===== config.mk =====
export PLATFORM = sky130hd
export DESIGN_NAME = smb_blk_target
export DESIGN_NICKNAME = d
export VERILOG_FILES = /design/src/rtl/smb_pkg.sv /design/src/rtl/smb_line_mon.sv /design/src/rtl/smb_strap_addr.sv /design/src/rtl/smb_regfile.sv /design/src/rtl/smb_blk_target.sv
export SDC_FILE = /design/constraint.sdc
export NUM_CORES = 1
export LEC_CHECK = 0
export BUFFER_PORTS_ARGS = -buffer_cell sky130_fd_sc_hd__buf_4
export CAP_MARGIN = 20
export CORE_MARGIN = 5
export CORE_UTILIZATION = 57
export DETAILED_ROUTE_END_ITERATION = 7
export PLACE_DENSITY = 0.8
export SLEW_MARGIN = 25
export SYNTH_ARGS = -nofsm -noshare
export SYNTH_HDL_FRONTEND = slang
export SYNTH_SLANG_ARGS = --single-unit

===== constraint.sdc =====
create_clock -name clk -period 3 [get_ports clk]
set_clock_uncertainty 0.1 [all_clocks]
set_input_delay 0.6 -clock clk [delete_from_list [all_inputs] [get_ports clk]]
set_output_delay 0.6 -clock clk [all_outputs]
set_load 0.01 [all_outputs]

===== src/rtl/smb_pkg.sv =====
package smb_pkg;

    typedef enum logic [3:0] {
        ST_IDLE,
        ST_ADDR,
        ST_ADDR_ACK,
        ST_INDEX,
        ST_INDEX_ACK,
        ST_COUNT,
        ST_COUNT_ACK,
        ST_WDATA,
        ST_WDATA_ACK,
        ST_TX,
        ST_TX_ACK,
        ST_WAIT
    } smb_state_t;

    // Three-level strap code to level value: 00 -> 0, 01 -> 1, 1x -> 2
    function automatic logic [1:0] strap_level(input logic [1:0] code);
        unique case (code)
            2'b00:   strap_level = 2'd0;
            2'b01:   strap_level = 2'd1;
            default: strap_level = 2'd2;
        endcase
    endfunction

endpackage


===== src/rtl/smb_line_mon.sv =====
module smb_line_mon (
    input  logic clk,
    input  logic rst_n,
    input  logic scl_i,
    input  logic sda_i,
    output logic scl_hi_o,
    output logic sda_o,
    output logic scl_rise_o,
    output logic scl_fall_o,
    output logic start_o,
    output logic stop_o
);

    logic scl_m, scl_s, scl_p;
    logic sda_m, sda_s, sda_p;

    always_ff @(posedge clk or negedge rst_n) begin
        if (!rst_n) begin
            scl_m <= 1'b1; scl_s <= 1'b1; scl_p <= 1'b1;
            sda_m <= 1'b1; sda_s <= 1'b1; sda_p <= 1'b1;
        end else begin
            scl_m <= scl_i; scl_s <= scl_m; scl_p <= scl_s;
            sda_m <= sda_i; sda_s <= sda_m; sda_p <= sda_s;
        end
    end

    assign scl_hi_o   = scl_s;
    assign sda_o      = sda_s;
    assign scl_rise_o = scl_s & ~scl_p;
    assign scl_fall_o = ~scl_s & scl_p;
    assign start_o    = scl_s & scl_p & sda_p & ~sda_s;
    assign stop_o     = scl_s & scl_p & ~sda_p & sda_s;

endmodule


===== src/rtl/smb_strap_addr.sv =====
module smb_strap_addr #(
    parameter logic [6:0] BASE_ADDR = 7'h68
) (
    input  logic [1:0] sel0_i,
    input  logic [1:0] sel1_i,
    output logic [6:0] addr_o
);
    import smb_pkg::*;

    logic [7:0] sum;

    always_comb begin
        sum = {1'b0, BASE_ADDR}
            + 8'(3 * strap_level(sel1_i))
            + 8'(strap_level(sel0_i));
        addr_o = sum[6:0];
    end

endmodule


===== src/rtl/smb_regfile.sv =====
module smb_regfile #(
    parameter int         NREG    = 16,
    parameter int         IW      = $clog2(NREG),
    parameter int         CNT_IDX = 8,
    parameter logic [7:0] DEF_CNT = 8'd8,
    parameter int         RO_IDX  = 15,
    parameter logic [7:0] RO_VAL  = 8'h5A,
    parameter logic [7:0] RST_VAL = 8'hFF
) (
    input  logic            clk,
    input  logic            rst_n,
    input  logic            we_i,
    input  logic [IW-1:0]   waddr_i,
    input  logic [7:0]      wdata_i,
    input  logic [IW-1:0]   raddr_i,
    output logic [7:0]      rdata_o,
    output logic [7:0]      count_o,
    output logic [NREG*8-1:0] regs_o
);

    for (genvar g = 0; g < NREG; g++) begin : g_reg
        logic [7:0] r;
        if (g == RO_IDX) begin : g_ro
            assign r = RO_VAL;
        end else begin : g_rw
            localparam logic [7:0] INIT = (g == CNT_IDX) ? DEF_CNT : RST_VAL;
            always_ff @(posedge clk or negedge rst_n) begin
                if (!rst_n)
                    r <= INIT;
                else if (we_i && waddr_i == IW'(g))
                    r <= wdata_i;
            end
        end
        assign regs_o[g*8 +: 8] = r;
    end

    assign rdata_o = regs_o[int'(raddr_i)*8 +: 8];
    assign count_o = regs_o[CNT_IDX*8 +: 8];


    write_land_chk: assert property (@(posedge clk) disable iff (!rst_n)
        (we_i && waddr_i != IW'(RO_IDX)) |=> regs_o[int'($past(waddr_i))*8 +: 8] == $past(wdata_i));

endmodule


===== src/rtl/smb_blk_target.sv =====
module smb_blk_target #(
    parameter int         NREG      = 16,
    parameter logic [6:0] BASE_ADDR = 7'h68,
    parameter int         CNT_IDX   = 8,
    parameter logic [7:0] DEF_CNT   = 8'd8,
    parameter int         RO_IDX    = 15,
    parameter logic [7:0] RO_VAL    = 8'h5A,
    parameter logic [7:0] RST_VAL   = 8'hFF
) (
    input  logic              clk,
    input  logic              rst_n,
    input  logic              scl_i,
    input  logic              sda_i,
    input  logic [1:0]        addr_sel0_i,
    input  logic [1:0]        addr_sel1_i,
    output logic              sda_oe_o,
    output logic [NREG*8-1:0] regs_o
);
    import smb_pkg::*;

    // NREG is a power of two so the index wraps naturally
    localparam int IW = $clog2(NREG);

    logic scl_hi, sda_s, scl_rise, scl_fall, start_p, stop_p;
    logic [6:0] my_addr;

    smb_state_t state, state_n;
    logic [3:0]    bitcnt;
    logic [7:0]    sh;
    logic [7:0]    txsh;
    logic [IW-1:0] idx;
    logic [7:0]    rem;
    logic          rw;
    logic          host_ack;
    logic          byte_done;
    logic          reg_we;
    logic [7:0]    rdata, count;

    smb_line_mon u_line (
        .clk(clk), .rst_n(rst_n), .scl_i(scl_i), .sda_i(sda_i),
        .scl_hi_o(scl_hi), .sda_o(sda_s), .scl_rise_o(scl_rise),
        .scl_fall_o(scl_fall), .start_o(start_p), .stop_o(stop_p)
    );

    smb_strap_addr #(.BASE_ADDR(BASE_ADDR)) u_addr (
        .sel0_i(addr_sel0_i), .sel1_i(addr_sel1_i), .addr_o(my_addr)
    );

    smb_regfile #(
        .NREG(NREG), .IW(IW), .CNT_IDX(CNT_IDX), .DEF_CNT(DEF_CNT),
        .RO_IDX(RO_IDX), .RO_VAL(RO_VAL), .RST_VAL(RST_VAL)
    ) u_regs (
        .clk(clk), .rst_n(rst_n), .we_i(reg_we), .waddr_i(idx),
        .wdata_i(sh), .raddr_i(idx), .rdata_o(rdata), .count_o(count),
        .regs_o(regs_o)
    );

    assign byte_done = scl_fall && (bitcnt == 4'd8);

    // Next-state logic
    always_comb begin
        state_n = state;
        if (stop_p) begin
            state_n = ST_IDLE;
        end else if (start_p) begin
            state_n = ST_ADDR;
        end else begin
            unique case (state)
                ST_IDLE:      state_n = ST_IDLE;
                ST_ADDR:      if (byte_done) state_n = (sh[7:1] == my_addr) ? ST_ADDR_ACK : ST_WAIT;
                ST_ADDR_ACK:  if (scl_fall) state_n = rw ? ST_TX : ST_INDEX;
                ST_INDEX:     if (byte_done) state_n = ST_INDEX_ACK;
                ST_INDEX_ACK: if (scl_fall) state_n = ST_COUNT;
                ST_COUNT:     if (byte_done) state_n = ST_COUNT_ACK;
                ST_COUNT_ACK: if (scl_fall) state_n = ST_WDATA;
                ST_WDATA:     if (byte_done) state_n = (rem != 8'd0) ? ST_WDATA_ACK : ST_WAIT;
                ST_WDATA_ACK: if (scl_fall) state_n = ST_WDATA;
                ST_TX:        if (scl_fall && bitcnt == 4'd7) state_n = ST_TX_ACK;
                ST_TX_ACK:    if (scl_fall) state_n = host_ack ? ST_TX : ST_WAIT;
                ST_WAIT:      state_n = ST_WAIT;
                default:      state_n = ST_IDLE;
            endcase
        end
    end

    // State register
    always_ff @(posedge clk or negedge rst_n) begin
        if (!rst_n) state <= ST_IDLE;
        else        state <= state_n;
    end

    // Datapath: shift registers, bit counter, index and remaining count
    always_ff @(posedge clk or negedge rst_n) begin
        if (!rst_n) begin
            bitcnt   <= '0;
            sh       <= '0;
            txsh     <= 8'hFF;
            idx      <= '0;
            rem      <= '0;
            rw       <= 1'b0;
            host_ack <= 1'b0;
        end else if (start_p || stop_p) begin
            bitcnt <= '0;
        end else begin
            unique case (state)
                ST_ADDR, ST_INDEX, ST_COUNT, ST_WDATA: begin
                    if (scl_rise) begin
                        sh     <= {sh[6:0], sda_s};
                        bitcnt <= bitcnt + 4'd1;
                    end
                    if (byte_done) begin
                        bitcnt <= '0;
                        unique case (state)
                            ST_ADDR:  rw  <= sh[0];
                            ST_INDEX: idx <= sh[IW-1:0];
                            ST_COUNT: rem <= sh;
                            default: begin
                                if (rem != 8'd0) begin
                                    idx <= idx + IW'(1);
                                    rem <= rem - 8'd1;
                                end
                            end
                        endcase
                    end
                end
                ST_ADDR_ACK: begin
                    if (scl_fall && rw) begin
                        txsh   <= count;
                        rem    <= count;
                        bitcnt <= '0;
                    end
                end
                ST_TX: begin
                    if (scl_fall) begin
                        if (bitcnt == 4'd7) begin
                            bitcnt <= '0;
                        end else begin
                            txsh   <= {txsh[6:0], 1'b1};
                            bitcnt <= bitcnt + 4'd1;
                        end
                    end
                end
                ST_TX_ACK: begin
                    if (scl_rise) host_ack <= ~sda_s;
                    if (scl_fall && host_ack) begin
                        if (rem != 8'd0) begin
                            txsh <= rdata;
                            idx  <= idx + IW'(1);
                            rem  <= rem - 8'd1;
                        end else begin
                            txsh <= 8'hFF;
                        end
                    end
                end
                default: ;
            endcase
        end
    end

    // Outputs
    always_comb begin
        sda_oe_o = 1'b0;
        reg_we   = 1'b0;
        unique case (state)
            ST_ADDR_ACK, ST_INDEX_ACK, ST_COUNT_ACK, ST_WDATA_ACK: sda_oe_o = 1'b1;
            ST_TX:    sda_oe_o = ~txsh[7];
            ST_WDATA: reg_we   = byte_done && (rem != 8'd0);
            default: ;
        endcase
    end


    write_ack_chk: assert property (@(posedge clk) disable iff (!rst_n)
        reg_we |=> sda_oe_o);


    count_budget_chk: assert property (@(posedge clk) disable iff (!rst_n)
        (state == ST_WDATA_ACK && $past(state) == ST_WDATA)
        |-> ($past(rem) != 8'd0 && rem == $past(rem) - 8'd1));


    count_first_chk: assert property (@(posedge clk) disable iff (!rst_n)
        ($past(state) == ST_ADDR_ACK && state == ST_TX) |-> txsh == count);


    sda_hold_chk: assert property (@(posedge clk) disable iff (!rst_n)
        (scl_hi && $past(scl_hi) && !$past(start_p) && !$past(stop_p))
        |-> $stable(sda_oe_o));

endmodule


Yosys cells after proc, flatten, opt, wreduce, memory -nomap -nowiden

Cells that the tools add are included.

Flip-flop bits (word level): 164
Latch bits: 0
Bits in writable memories: 0
Bits in read-only memories: 0
Input bits: 8
Output and inout port bits: 129
Word-level logic and storage cells: 183
Memories kept: 0

$add $sub $neg: 5
Multiply operators: 1
Divide/modulo/power cells: 0
Magnitude comparators: 0
Equal/unequal tests: 49
Shift-type cells: 1
Multiplexer cells: 43
Bitwise logic cells: 13
Reduce and logical (&&, ||, !) cells: 42

Operators by type and width:

| operator                                                               | count |
|---|---|
| 128-bit by 8-bit indexed part select with 8-bit output                 | 1 |
| 4-bit 2-to-1 mux                                                       | 22 |
| 8-bit 2-to-1 mux                                                       | 8 |
| 4-bit equality test (second input constant)                            | 12 |
| 8-bit one-hot mux with 3 select lines                                  | 2 |
| 4-bit one-hot mux with 10 select lines                                 | 1 |
| 4-bit by 3-bit equality test with 1-bit output (second input constant) | 9 |
| 4-bit inequality test (second input constant)                          | 9 |
| 1-bit logical AND                                                      | 20 |
| 4-bit by 2-bit equality test with 1-bit output (second input constant) | 4 |
| 4-bit one-hot mux with 2 select lines                                  | 2 |
| 8-bit one-hot mux with 2 select lines                                  | 1 |
| 2-bit inequality test (second input constant)                          | 7 |
| 4-bit one-hot mux with 3 select lines                                  | 1 |
| 6-bit AND reduction                                                    | 2 |
| 9-bit AND reduction                                                    | 1 |
| 4-bit by 1-bit adder with 4-bit output (second input constant)         | 2 |
| 4-bit by 1-bit equality test with 1-bit output (second input constant) | 2 |
| 2-bit one-hot mux with 2 select lines                                  | 2 |
| 4-bit AND reduction                                                    | 2 |
| 8-bit nonzero test                                                     | 1 |
| 4-bit OR reduction                                                     | 2 |
| 8-bit by 1-bit subtractor with 8-bit output (second input constant)    | 1 |
| 7-bit by 2-bit adder with 7-bit output                                 | 1 |
| 20 further kinds                                                       | 39 |

Logic depth before layout (Yosys ltp)

Gate-level depths: netlist (run 1).

Word-level depth: 11
Depth in mapped cells: 11
Mapped depth without buffers: 11

Hierarchy

Synthesis (run 1) repeated with hierarchy kept, for this count alone.

Cells, all modules: 699
Area, all modules: 8,974.9 µm²

By module, submodules not included:

| module         | instances | cells an instance | area each (µm²) | sequential area each (µm²) |
|---|---|---|---|---|
| smb_regfile    | 1         | 386               | 6,022.0         | 3,144.3 |
| smb_blk_target | 1         | 287               | 2,645.0         | 960.9 |
| smb_line_mon   | 1         | 10                | 190.2           | 157.7 |
| smb_strap_addr | 1         | 16                | 117.6           | 0.0 |

Worst setup path after synthesis (run 1)

OpenSTA, ideal clock, no wires.

Path type: input -> register
From: input addr_sel1_i[1]
To: register state[0]
Library setup time: 0.132 ns
Data arrival time: 2.701 ns
Data required time: 2.768 ns
Slack: 0.067 ns
Stages on the path: 11
Path buffers: 0
Path through: or2_2 ha_1 ha_1 inv_1 fa_1 xor2_1 nand2_1 o311ai_0 o21ai_0 o221ai_1 o21ai_0

Word-level cells in the longest chain between the ends: 11
Elaborated cells between the ends (all ways): 12
Those cells by class: add/sub: 2; mul: 1; eq/ne: 2; mux: 6; reduce/logical: 1

Ends and longest elaborated chain:

| what                                                                                       | RTL line             | text |
|---|---|---|
| from (decl)                                                                                | smb_blk_target.sv:15 | `input logic [1:0] addr_sel1_i,` |
| 2-bit by 1-bit equality test with 1-bit output / 2-bit logical NOT (equally long branches) | smb_pkg.sv:20        | `unique case (code)` |
| 2-bit one-hot mux with 2 select lines (*)                                                  | smb_pkg.sv:20        |  |
| 2-bit by 2-bit multiplier with 4-bit output (*)                                            | smb_strap_addr.sv:14 | `+ 8'(3 * strap_level(sel1_i))` |
| 7-bit by 4-bit adder with 7-bit output (*)                                                 | smb_strap_addr.sv:14 |  |
| 7-bit by 2-bit adder with 7-bit output (*)                                                 | smb_strap_addr.sv:15 | `+ 8'(strap_level(sel0_i));` |
| 7-bit equality test (*)                                                                    | smb_blk_target.sv:70 | `ST_ADDR: if (byte_done) state_n = (sh[7:1] == my_addr) ? ST_ADDR_ACK : ST_WAIT;` |
| 4-bit 2-to-1 mux (*) (2 in series)                                                         | smb_blk_target.sv:70 |  |
| 4-bit one-hot mux with 10 select lines (*)                                                 | smb_blk_target.sv:68 | `unique case (state)` |
| 4-bit 2-to-1 mux (*)                                                                       | smb_blk_target.sv:65 | `end else if (start_p) begin` |
| 4-bit 2-to-1 mux (*)                                                                       | smb_blk_target.sv:63 | `if (stop_p) begin` |
| to (signal assigned)                                                                       | smb_blk_target.sv:89 | `else state <= state_n;` |
| to (decl)                                                                                  | smb_blk_target.sv:27 | `smb_state_t state, state_n;` |

Every way passes the cells marked *; elsewhere a longest branch is shown, timed or not. The select of a mux whose other input is x is not followed.
A chain may end at the register's enable or synchronous reset.

Final worst setup path (run 1)

Same ends and word-level chain as after synthesis.

==> metrics.cfg, run 1 <==
[place]
port_buffers=128
place_congestion=0.887
hpwl_um=16400

[grt]
antenna_found_initial=0
grt_usage_pct=27.5
grt-busiest-layer=met2
grt-ovfl-total=0
grt_use_met2_pct=45.1
grt_pass1_wl_um=37800
grt_pass1_vias=6702
use_met3_pct=7.33
grt_max_degree=80
use_met1_pct=33.8

[critical_path]
worstReg2RegStart=u_line.scl_p
worstSetupEndpointType=register
arrival_ns=2.96
start_kind=input pin
criticalPathCategory=input pin to register
ff2ff_setup_slack_ns=0.30
rr_worst_depth=6
r2r_end=u_regs.count_o[4]
cp_max_fo=2
required_ns=3.20

[floorplan]
io_pins=137
die_w_um=132
rows=44
dieHeight_um=132
initial_core_util_pct=58.3
fp.dieArea_um2=17500
coreArea_um2=14600

[clocking]
cts_tree=yes
cts_sinks=164
cts.htree.levels=4
cts.clk_slew.worst_paths_ns=0.06
cts_buffers=17
ctsHoldBuffers=0
clk_path_buf_depth=2
insertion_delay_ns=0.43
root_buffer=clkbuf_16

[logic_synthesis]
ys_warn_count=0
synth_edf_count=0
yosysTopAreaCell=dfstp_2
synth_commonest_cells=mux2_2 (134), dfstp_2 (127), dfrtp_1 (37)
ys_types=58
synth_flop_cell=dfstp_2
async_flop_share_pct=100
post_synth.cell_area_avg_um2=12.4
synth-seq-cells=164
synth.most_common_cell=mux2_2
netlist_area_um2=8500
ys_seq_area_share_pct=50.2
synthesis.instances=683
synth_top_cell_area_share_pct=39.3
synthTopCellsByArea=dfstp_2 (39%), mux2_2 (18%), dfrtp_1 (11%)

[pwr]
vdd_ir_drop_max_mv=0.532
p_leak_nw=4.46
powerDensity_nw_per_um2=746

[sta]
rsz0062_at_grt=false
hold_ws_ns=0.0341
setup_tns_ns=0
slew_violations=0
min_period_ns=2.76
hold_viol_final=0
max_freq_mhz=362
setup_viol=0
layout_worst_path_cycle_share_pct=92.2
tightest_slew_ns=0.906
relSlewSlack_pct=39.6

[finish]
area_delta_synth_final_pct=21.1
fin_util_pct=70.6
drive_gt1_share_pct=60.2
nets=834
diodes=0

[detailed_routing]
vias=6404
avgRoutedWirePerCell_um=23.7
antenna_left=0
routed_via_density=6.33
drt_iter0_markers=660
drt-pass1-iter-count=5
drc=0
wl_um=24000

[outcome]
status=completed

[run]
drv_cap=0

[min_path]
min_path_type=input pin to asynchronous set/reset pin

==> report_power, final <==
part	switching, mW	leakage [nW]	internal (mW)	total, mW
clock	0.935	0.272	1.18	2.11
combinational	1.50	2.40	1.02	2.52
sequential	0.523	1.79	2.52	3.05
total	2.96	4.46	4.71	7.68
==> metrics by stage <==
stage | cell area (µm²) | worst slack [ns] | power (mW) | cells
2_1_floorplan | 8520 | 0.0666 | 4.70 | 689
3_5_place_dp | 9730 | -0.308 | 5.53 | 979
6_report | 10300 | 0.235 | 7.68 | 1011
3_3_place_gp | 9730 | -0.206 | 5.41 | 979
4_1_cts | 10300 | 0.125 | 7.64 | 1011
5_1_grt | 10300 | 0.0522 | 8.07 | 1011
==> worst max-delay path: stages <==
cell      delay [ns]
buf_4           0.11
or2_2           0.29
ha_1            0.28
ha_1            0.19
inv_1           0.06
fa_1            0.42
xor2_1          0.18
nand2_1         0.07
o311ai_1        0.31
o21ai_0         0.15
o221ai_1        0.20
o21ai_0         0.12
==> how the worst max path moves through the flow <==
| stage | startpoint | end | slack (ns) | cells past startpoint |
|---|---|---|---|---|
| after global routing | addr_sel1_i[1] | state[0] | 0.05 | 12 |
| final | addr_sel1_i[1] | state[0] | 0.24 | 12 |
| after floorplan | addr_sel1_i[1] | state[0] | 0.07 | 11 |
| after CTS | addr_sel1_i[1] | state[0] | 0.12 | 12 |
| after detailed placement | addr_sel1_i[1] | state[0] | -0.31 | 12 |
| after global placement | addr_sel1_i[1] | state[0] | -0.21 | 12 |
==> cell usage in the layout, fill, tap and decap left out, types with 3 or more instances in the layout <==
cell,instances
o22a_1,4
a22oi_1,9
nor2b_1,12
a221o_1,4
dfrtp_1,36
conb_1,8
nand2_1,29
nor3_1,6
nor3b_1,4
a21oi_1,25
nor4_1,3
o211ai_1,6
a31oi_1,6
dfstp_2,127
ha_1,11
o22ai_1,5
buf_4,157
a21o_1,6
o221ai_1,3
clkinvlp_4,3
nand3_1,8
nor3_4,4
clkinv_2,3
xnor2_1,3
inv_1,18
nor2_2,11
mux2_2,134
o21ai_0,33
a222oi_1,6
clkbuf_16,17
mux2i_1,5
a211oi_1,3
inv_6,3
nor2_1,32
a221oi_1,3
nand2b_1,13
mux4_2,25
a22o_1,3
==> sequential cells by signal, summed over array words and instances, names as in the netlist <==
| signal | cells |
|---|---|
| bitcnt | 4 |
| u_line.scl_hi_o | 1 |
| host_ack | 1 |
| u_line.sda_m | 1 |
| u_line.scl_p | 1 |
| u_line.sda_o | 1 |
| idx | 4 |
| u_line.scl_m | 1 |
| u_regs.count_o | 8 |
| rem | 8 |
| state | 4 |
| sh | 8 |
| u_line.sda_p | 1 |
| u_regs.g.r | 112 |
| rw | 1 |
| txsh | 8 |
==> final cells by class <==
type / instances / area, µm²
clock inverters: 13 / 123
fillers: 1009 / 4290
clock buffers: 19 / 443
flip-flops and latches: 164 / 4260
inverters: 18 / 67.6
multi-input cells: 454 / 3960
well taps: 184 / 230
repair buffers: 159 / 1210
==> logic make-up (layout without fill, tap and decap cells) <==
| family | after synthesis | count (layout) | synth area share, % |
|---|---|---|---|
| fa+ha+maj | 12 | 12 | 1.85 |
| xor+xnor | 5 | 5 | 0.515 |
| buf+inv | 71 | 209 | 3.59 |
| compound gates | 126 | 126 | 9.83 |
| mux | 164 | 164 | 25.0 |
| simple gates | 139 | 139 | 8.99 |
| other cells | 2 | 8 | 0.0884 |
| flops | 164 | 164 | 50.2 |
==> routing by layer <==
layer  vias up  share of wire [%]
li1       2766                  -
met1      3244                 38
met2       319                 49
met3        75                8.3
met4         0                4.8
met5         -                  0
==> repair_timing <==
item / 4_1_cts / 5_1_grt
resized for setup: 0 / 1
endpoints found under the setup margin: 0 / 1
buffers inserted: 0 / 0
Power figures use the tool's default switching activity.
==> run 2, diff against run 1 <==
--- a/config.mk
+++ b/config.mk
@@ -11,6 +11,7 @@
 export CORE_UTILIZATION = 57
 export DETAILED_ROUTE_END_ITERATION = 7
 export PLACE_DENSITY = 0.8
+export SETUP_SLACK_MARGIN = 0.3
 export SLEW_MARGIN = 25
 export SYNTH_ARGS = -nofsm -noshare
 export SYNTH_HDL_FRONTEND = slang
==> run 2 against run 1 <==
  * Critical path type is now register to register
  * Sequential cell count unchanged
  * Maximum frequency increased by 6.0%
  * Global-route usage decreased by 0.98 points
  * Clock power decreased by 3%
  * Cell area increased by 0.77%
  * Register-to-register slack improved by 0.09 ns
  * Routed wire length decreased by 4.0%
  * Non-clock buffer count decreased by 1
  * Sequential share of layout area decreased by 0.30 points
==> metrics.cfg, run 2 (synthesis gave the netlist of run 1 again) <==
[finish]
top_register=u_regs.g.r
area_delta_synth_final_pct=22.1
drive_gt1_share_pct=61.1  ; +0.92 points
largest_reg_flops=112  ; unchanged
nets=833  ; -0.12%
final_cells=1010  ; -0.099%
diodes=0  ; unchanged
layout.cells.most_common_list=buf_4 (154), mux2_2 (134), dfstp_2 (127)
layout_commonest_cell=buf_4

[detailed_routing]
drt-pass1-iter-count=5  ; unchanged
drt_iter0_markers=728  ; +10%
vias=6261  ; -2.2%
routed_via_density=6.20  ; -2.1%
wl_um=23000  ; -4.0%
drc=0  ; unchanged
avgRoutedWirePerCell_um=22.8  ; -3.9%
antenna_left=0  ; unchanged

[place]
place_congestion=0.859  ; -3.2%
port_buffers=128  ; unchanged
place_inst=977  ; -0.20%
hpwl_um=15900  ; -3.4%

[min_path]
min_path_type=input pin to asynchronous set/reset pin

[outcome]
status=completed

[sta]
setup_tns_ns=0  ; unchanged
hold_viol_final=0  ; unchanged
min_period_ns=2.61  ; -0.156 ns
tightest_slew_ns=0.868  ; -0.0384 ns
layout_worst_path_cycle_share_pct=87.0  ; -5.2 points
relSlewSlack_pct=42.1  ; +2.6 points
slew_violations=0  ; unchanged
max_freq_mhz=383  ; +6.0%
rsz0062_at_grt=true
setup_viol=0  ; unchanged

[critical_path]
required_ns=3.25  ; +0.05 ns
start_kind=register
criticalPathCategory=register to register
worstSetupEndpointType=register
cp_max_fo=8  ; +6
arrival_ns=2.86  ; -0.10 ns

[run]
drv_cap=0  ; unchanged

[grt]
antenna_found_initial=0  ; unchanged
grt_pass1_vias=6561  ; -2.1%
grt-ovfl-total=0  ; unchanged
grt_pass1_wl_um=36700  ; -3.1%
grt_max_degree=61  ; -24%
grt_usage_pct=26.5  ; -0.98 points

[floorplan]
io_pins=137  ; unchanged
rows=44  ; unchanged
coreArea_um2=14600  ; unchanged
initial_core_util_pct=58.3  ; unchanged
fp.dieArea_um2=17500  ; unchanged
die_w_um=132  ; unchanged
dieHeight_um=132  ; unchanged

[clocking]
cts.htree.levels=4  ; unchanged
ctsHoldBuffers=0  ; unchanged
cts.clk_slew.worst_paths_ns=0.06  ; about the same
root_buffer=clkbuf_16
cts_buffers=17  ; unchanged
cts_tree=yes
cts_sinks=164  ; unchanged
insertion_delay_ns=0.43  ; about the same
clk_path_buf_depth=2  ; unchanged

[pwr]
p_leak_nw=4.47  ; +0.26%
powerDensity_nw_per_um2=735  ; -1.4%
vdd_ir_drop_max_mv=0.550  ; +3.4%

## run 2: changes by cell type in the layout (fill, tap and decap cells not counted), moves of 2 or more
cell / delta
buf_4: -3
nor2_2: -3
nor2_4: +3
buf_12: +2
ha_1: -2
ha_4: +2
nand2_1: -2
nand2_2: +2
o21ai_0: -2
o21ai_1: +2
## run 2: cell type report
class / instances / area, µm²
Tap cell: 184 / 230
Timing Repair Buffer: 158 / 1230
Fill cell: 970 / 4210
Clock inverter: 13 / 116
Inverter: 18 / 67.6
Multi-Input combinational cell: 454 / 4030
Clock buffer: 19 / 443
Sequential cell: 164 / 4270
## run 2: worst paths after layout
kind | start | end | slack [ns] | cells after the start
worst max-delay path | u_line.scl_p | u_regs.g_reg[1].r[0] | 0.39 | 7
worst min-delay path | rst_n | sh[0] | 0.02 | 1
worst max register to register | u_line.scl_p | u_regs.g_reg[1].r[0] | 0.39 | 7
worst min register to register | u_line.sda_m | u_line.sda_o | 0.26 | 0
max in group asynchronous | rst_n | u_regs.g_reg[12].r[0] | 1.96 | 2
min in group clk | sda_i | u_line.sda_m | 0.18 | 1
## run 2: per-layer routing
metal  routed length, µm  GRT usage (%)  vias up
li1                    -              -     2769
met5                   0              0        -
met1                9250           33.5     3172
met2               11600           43.6      273
met3                1590           7.33       47
met4                 609           10.1        0
## run 2: power breakdown
group          leakage (nW)  switching, mW  internal (mW)
combinational          2.41           1.45           1.02
sequential             1.79          0.583           2.52
clock                 0.271          0.944           1.11
## run 2: repair_timing
item,in CTS,in global routing
buffers inserted,0,1
pin swaps,0,3
resized for setup,2,7
setup endpoints to repair,2,42
## run 2: critical path: stages (launching register included)
cell	delay (ns)
dfstp_2	0.58
nand2b_1	0.13
nor3_1	0.34
nor3b_4	0.36
nand2_1	0.29
nor3_4	0.18
buf_4	0.21
mux2_2	0.35
## run 2: through the flow
| step | utilization [%] | area (µm²) | total power, mW | setup slack [ns] | hold slack [ns] |
|---|---|---|---|---|---|
| floorplan | - | 8560 | 4.72 | 0.235 | 0.204 |
| global placement | 66.9 | 9760 | 5.42 | 0.0367 | 0.248 |
| detailed placement | 66.9 | 9760 | 5.52 | -0.0288 | 0.248 |
| CTS | 70.8 | 10300 | 7.59 | 0.356 | 0.0230 |
| global route | 71.1 | 10400 | 8.03 | 0.295 | 0.0463 |
| finish | 71.1 | 10400 | 7.62 | 0.391 | 0.0161 |
